$ cat src/rtl/pairing_pkg.sv
package pairing_pkg;
  localparam int INSTR_W   = 32;
  localparam int NUM_SLOTS = 2;
  localparam int PKT_W     = INSTR_W * NUM_SLOTS;
  localparam int RIDX_W    = 5;
  localparam int CLS_LO    = 30;
  localparam int FPF_BIT   = 29;
  localparam int RD_LO     = 21;
  localparam int RS1_LO    = 16;
  localparam int RS2_LO    = 11;

  typedef enum logic [1:0] {
    CLS_INT   = 2'b00,
    CLS_LOAD  = 2'b01,
    CLS_STORE = 2'b10,
    CLS_FPOP  = 2'b11
  } iclass_e;

  typedef struct packed {
    logic              vld;
    logic              fp;
    logic [RIDX_W-1:0] idx;
  } reg_ref_t;

  typedef struct packed {
    iclass_e  cls;
    reg_ref_t dst;
    reg_ref_t src1;
    reg_ref_t src2;
  } decoded_t;

  function automatic logic same_reg(reg_ref_t a, reg_ref_t b);
    return a.vld && b.vld && (a.fp == b.fp) && (a.idx == b.idx);
  endfunction

  function automatic logic reads_reg(decoded_t d, reg_ref_t r);
    return same_reg(d.src1, r) || same_reg(d.src2, r);
  endfunction
endpackage

$ cat src/rtl/slot_decode.sv
module slot_decode
  import pairing_pkg::*;
(
  input  logic [INSTR_W-1:0] instr,
  output decoded_t           dec
);
  logic [RIDX_W-1:0] f_rd, f_rs1, f_rs2;
  logic              data_fp;
  iclass_e           cls;
  logic              spare_bits_unused;

  assign f_rd    = instr[RD_LO  +: RIDX_W];
  assign f_rs1   = instr[RS1_LO +: RIDX_W];
  assign f_rs2   = instr[RS2_LO +: RIDX_W];
  assign data_fp = instr[FPF_BIT];
  assign cls     = iclass_e'(instr[CLS_LO +: 2]);
  assign spare_bits_unused = ^{instr[FPF_BIT-1:RD_LO+RIDX_W], instr[RS2_LO-1:0]};

  always_comb begin
    dec      = '0;
    dec.cls  = cls;
    unique case (cls)
      CLS_INT: begin
        dec.dst  = '{vld: 1'b1, fp: 1'b0, idx: f_rd};
        dec.src1 = '{vld: 1'b1, fp: 1'b0, idx: f_rs1};
        dec.src2 = '{vld: 1'b1, fp: 1'b0, idx: f_rs2};
      end
      CLS_LOAD: begin
        dec.dst  = '{vld: 1'b1, fp: data_fp, idx: f_rd};
        dec.src1 = '{vld: 1'b1, fp: 1'b0, idx: f_rs1};
      end
      CLS_STORE: begin
        dec.src1 = '{vld: 1'b1, fp: 1'b0, idx: f_rs1};
        dec.src2 = '{vld: 1'b1, fp: data_fp, idx: f_rs2};
      end
      default: begin
        dec.dst  = '{vld: 1'b1, fp: 1'b1, idx: f_rd};
        dec.src1 = '{vld: 1'b1, fp: 1'b1, idx: f_rs1};
        dec.src2 = '{vld: 1'b1, fp: 1'b1, idx: f_rs2};
      end
    endcase
  end
endmodule

$ cat src/rtl/load_tracker.sv
module load_tracker
  import pairing_pkg::*;
(
  input  logic     clk,
  input  logic     rst_n,
  input  logic     upd_valid,
  input  decoded_t upd_dec,
  output reg_ref_t pend
);
  always_ff @(posedge clk or negedge rst_n) begin
    if (!rst_n)
      pend <= '0;
    else if (upd_valid && upd_dec.cls == CLS_LOAD)
      pend <= upd_dec.dst;
    else
      pend <= '0;
  end

  // a record exists only in the cycle right after a load issued
  assert_record_follows_issue_R7: assert property (@(posedge clk) disable iff (!rst_n)
    pend.vld |-> $past(upd_valid));
endmodule

$ cat src/rtl/pair_rules.sv
module pair_rules
  import pairing_pkg::*;
(
  input  logic     clk,
  input  logic     rst_n,
  input  logic     pkt_valid,
  input  logic     held,
  input  decoded_t dec_lo,
  input  decoded_t dec_hi,
  input  reg_ref_t pend,
  output logic     go_first,
  output logic     go_second,
  output logic     consume
);
  decoded_t first_dec;
  logic     slot_legal, same_pkt_dep, second_ok;

  assign first_dec    = held ? dec_hi : dec_lo;
  assign slot_legal   = (dec_lo.cls != CLS_FPOP) && (dec_hi.cls == CLS_FPOP);
  assign same_pkt_dep = reads_reg(dec_hi, dec_lo.dst) || same_reg(dec_hi.dst, dec_lo.dst);
  assign second_ok    = slot_legal && !same_pkt_dep && !reads_reg(dec_hi, pend);

  assign go_first  = pkt_valid && !reads_reg(first_dec, pend);
  assign go_second = go_first && !held && second_ok;
  assign consume   = held ? go_first : go_second;

  // the issued instruction never consumes the recorded load destination
  assert_no_load_use_R7: assert property (@(posedge clk) disable iff (!rst_n)
    go_first |-> !reads_reg(first_dec, pend));

  // the right port only ever carries FP arithmetic beside non-FP work
  assert_right_slot_fp_R3: assert property (@(posedge clk) disable iff (!rst_n)
    go_second |-> (dec_hi.cls == CLS_FPOP && dec_lo.cls != CLS_FPOP));

  // a paired right instruction is independent of the left destination
  assert_pair_independent_R6: assert property (@(posedge clk) disable iff (!rst_n)
    go_second |-> !reads_reg(dec_hi, dec_lo.dst));
endmodule

$ cat src/rtl/dual_slot_issue_gate.sv
module dual_slot_issue_gate
  import pairing_pkg::*;
(
  input  logic               clk,
  input  logic               rst_n,
  input  logic               pkt_valid,
  output logic               pkt_ready,
  input  logic [PKT_W-1:0]   pkt_data,
  output logic               fetch_hold,
  output logic               left_go,
  output logic [INSTR_W-1:0] left_instr,
  output logic               right_go,
  output logic [INSTR_W-1:0] right_instr
);
  logic [INSTR_W-1:0] lane_instr [NUM_SLOTS];
  decoded_t           lane_dec   [NUM_SLOTS];
  reg_ref_t           pend;
  logic               held;
  logic               go_first, go_second, consume;

  for (genvar g = 0; g < NUM_SLOTS; g++) begin : g_lane
    assign lane_instr[g] = pkt_data[g*INSTR_W +: INSTR_W];
    slot_decode u_dec (.instr(lane_instr[g]), .dec(lane_dec[g]));
  end

  pair_rules u_rules (
    .clk(clk), .rst_n(rst_n), .pkt_valid(pkt_valid), .held(held),
    .dec_lo(lane_dec[0]), .dec_hi(lane_dec[1]), .pend(pend),
    .go_first(go_first), .go_second(go_second), .consume(consume)
  );

  load_tracker u_track (
    .clk(clk), .rst_n(rst_n), .upd_valid(go_first),
    .upd_dec(held ? lane_dec[1] : lane_dec[0]), .pend(pend)
  );

  always_ff @(posedge clk or negedge rst_n) begin
    if (!rst_n)
      held <= 1'b0;
    else if (held && go_first)
      held <= 1'b0;
    else if (!held && go_first && !go_second)
      held <= 1'b1;
  end

  assign left_go     = go_first;
  assign right_go    = go_second;
  assign left_instr  = held ? lane_instr[1] : lane_instr[0];
  assign right_instr = lane_instr[1];
  assign pkt_ready   = consume;
  assign fetch_hold  = pkt_valid && !consume;

  // the right port needs the left port in the same cycle
  assert_pair_needs_first_R4: assert property (@(posedge clk) disable iff (!rst_n)
    right_go |-> left_go);

  // no packet, no issue and no acceptance
  assert_idle_without_packet_R9: assert property (@(posedge clk) disable iff (!rst_n)
    !pkt_valid |-> (!left_go && !pkt_ready));

  // a partly issued packet stays offered until it is taken
  assert_leftover_kept_R9: assert property (@(posedge clk) disable iff (!rst_n)
    held |-> pkt_valid);

  // a leftover issues alone and releases the packet
  assert_leftover_alone_R5: assert property (@(posedge clk) disable iff (!rst_n)
    (held && left_go) |-> (pkt_ready && !right_go));
endmodule

$ cat config.mk
export PLATFORM = sky130hd
export DESIGN_NAME = dual_slot_issue_gate
export DESIGN_NICKNAME = d
export VERILOG_FILES = /design/src/rtl/pairing_pkg.sv /design/src/rtl/slot_decode.sv /design/src/rtl/load_tracker.sv /design/src/rtl/pair_rules.sv /design/src/rtl/dual_slot_issue_gate.sv
export SDC_FILE = /design/constraint.sdc
export NUM_CORES = 1
export LEC_CHECK = 0
export BUFFER_PORTS_ARGS = -buffer_cell sky130_fd_sc_hd__buf_2
export CAP_MARGIN = 20
export CORE_UTILIZATION = 47
export CTS_BUF_LIST = sky130_fd_sc_hd__clkbuf_4
export DETAILED_ROUTE_END_ITERATION = 10
export PLACE_DENSITY = 0.84
export SYNTH_ARGS = -nofsm -noshare
export SYNTH_HDL_FRONTEND = slang
export SYNTH_HIERARCHICAL = 1
export SYNTH_SLANG_ARGS = --single-unit
$ cat constraint.sdc
create_clock -name clk -period 3.5 [get_ports clk]
set_input_delay 0.875 -clock clk [delete_from_list [all_inputs] [get_ports clk]]
set_output_delay 0.875 -clock clk [all_outputs]
set_load 0.01 [all_outputs]
==> summary.md <==
| Metric | Value |
|---|---|
| Status | `finished clean` |
| IO Pins | `135` |
| Max-Cap Viols | `0` |
| Final worst-path cycle share | `0.984` |
| Reg2reg path depth | `8` |
| ANT cells | `0` |
| HP Class | `in2async` |
| GP Congestion | `0.951` |
| M2 GR Usage | `0.316` |
| Synth Instances | `227` |
| Post-CTS setup buffers | `0` |
| Worst-path cell chain | `buf_2 > nand2b_4 > and2_4 > xnor2_1 > nand3_1 > o41ai_2 > nor4_1 > o21a_1 > nor2b_1 > buf_2` |
| Num rows | `24` |
| Residual DRC count | `0` |
| Max frequency | `290 MHz` |
| Dpl ws | `0.0665 ns` |
| Total core area | `4410 um^2` |
| Crit path kind | `in2out` |
| CP peak stage delay | `0.35 ns` |
| IO buf count | `134` |
| Worst R2R Setup Slack | `1.25 ns` |
| Initial core utilization | `0.495` |
| Critical Path RT | `2.62 ns` |
| Vias in the first global route | `1646` |
| Crit path max-delay family | `simple AND/OR/NAND/NOR gates` |
| CTS tree | `yes` |
| Nature of the critical path endpoint | `primary output` |
| Clock transition at the registers of the reported paths | `0.05 ns` |
| Total Wirelength | `4820 um` |
| Buf/Inv on CP | `2` |
| Gr usage total | `0.185` |
| CTS buffer count | `3` |
| Critical path's slowest cell | `o41ai_2` |
| VDD IR-drop max | `0.0000939 V` |
| Total iterations of the first detailed-routing run | `4` |
| Minimum clock period | `3.44 ns` |
| Yosys warns | `6` |
| Worst EP arrival | `2.57 ns` |
| Avg Cell Area, Syn | `9.62 um^2` |
| Met1 Use GR | `0.245` |
| Chip Width | `70.2 um` |
| Post-DP HPWL | `4030 um` |
| Antenna-violating nets left | `0` |
| Slew Viols, Final | `0` |
| # setup viols final | `0` |
| Leak pwr | `0.00136 uW` |
| CTS root buffer | `clkbuf_4` |
| Share of cells above drive strength 1 | `0.639` |
| Area Growth Syn to Fin | `18.7%` |
| Reg2reg start | `held` |
| GRT overflow | `0` |
| Vias/cell | `4.99` |
| Crit path top cell by count | `buf_2` |
| Clock Sinks | `8` |
| Fin worst setup slack | `0.0559 ns` |
| Hold Fails Final Rpt | `0` |
| Worst-path maximum fanout | `9` |
| Final Net Count | `384` |
| R2r endpoint | `held` |
| Most common cell after layout, fill and taps aside | `buf_2` |
| Initial DRC Count | `106` |
| WL per Instance | `13.1 um` |
| Die height | `70.2 um` |
| CP Launch Type | `input port` |
| Mapped cell area | `2180 um^2` |
| Syn nets | `294` |
| DIE AREA | `4920 um^2` |
| Met3 usage in global routing | `0.0188` |
| Initial antenna violation count | `0` |
| Cell Pwr Density | `233 nW/um^2` |
| Worst skew pair latency | `0.25 ns` |
| DR vias | `1835` |
| Largest net degree at the start of global routing | `17` |
| H-tree Lvls | `1` |
| Most frequent cells in the layout | `buf_2, mux2_4, xnor2_1, and2_1` |
| Fillers | `386` |
| GR peak layer | `met2` |
| Setup TNS | `0 ns` |
| Max clock buf depth | `2` |
| Layout Skew | `0.00900 ns` |
| Global-route wire length before repair | `7530 um` |
[worst max-delay path by stage]
stage                 start    endpoint  slack (ns)  cells after the start
2_1_floorplan  pkt_data[30]  fetch_hold        0.34                      8
3_3_place_gp   pkt_data[63]  fetch_hold         0.1                     10
3_5_place_dp   pkt_data[63]  fetch_hold        0.07                     11
4_1_cts        pkt_data[63]  fetch_hold        0.06                     10
5_1_grt        pkt_data[63]  fetch_hold      -0.006                     11
6_report       pkt_data[63]  fetch_hold        0.06                     10
[layer usage]
| metal | wire (um) | share of wire | vias to the layer above |
|---|---|---|---|
| met3 | 279 | 0.058 | 4 |
| met4 | 39 | 0.0081 | 0 |
| met1 | 2120 | 0.44 | 829 |
| li1 | - | - | 912 |
| met2 | 2380 | 0.49 | 90 |
| met5 | 0 | 0 | - |
[power by group]
| part | internal [uW] | leakage [uW] | switching [uW] | total, uW |
|---|---|---|---|---|
| clock | 51.1 | 0.0000184 | 27.3 | 78.4 |
| combinational | 228 | 0.00124 | 185 | 413 |
| sequential | 97.8 | 0.000107 | 16.3 | 114 |
| total | 377 | 0.00136 | 229 | 606 |
[what timing repair did]
item / 4_1_cts / 5_1_grt
setup endpoints to repair: 0 / 2
hold buffers: 0 / 0
gates resized for setup: 0 / 9
[final cells by class]
| cell class | count | area (um^2) | share of cell area |
|---|---|---|---|
| clock buffer | 4 | 30.0 | 0.0116 |
| tap | 52 | 65.1 | 0.0251 |
| sequential | 8 | 201 | 0.0777 |
| timing repair buffer | 141 | 726 | 0.280 |
| multi-input combinational | 163 | 1570 | 0.606 |
[registers in the layout (all words and copies together) (netlist names)]
signal,count
held,1
u_track/pend,7
[stage by stage]
| step | cell area [um^2] | instances | hold WS (ns) | power (uW) | util |
|---|---|---|---|---|---|
| 6_report | 2590 | 368 | 0.450 | 606 | 0.588 |
| 5_1_grt | 2590 | 368 | 0.455 | 642 | 0.588 |
| 4_1_cts | 2560 | 368 | 0.448 | 602 | 0.580 |
| 3_5_place_dp | 2530 | 364 | 0.716 | 521 | 0.573 |
| 3_3_place_gp | 2530 | 364 | 0.715 | 515 | 0.573 |
| 2_1_floorplan | 2180 | 227 | 0.579 | 436 | - |
Power figures use the tool's default switching activity.
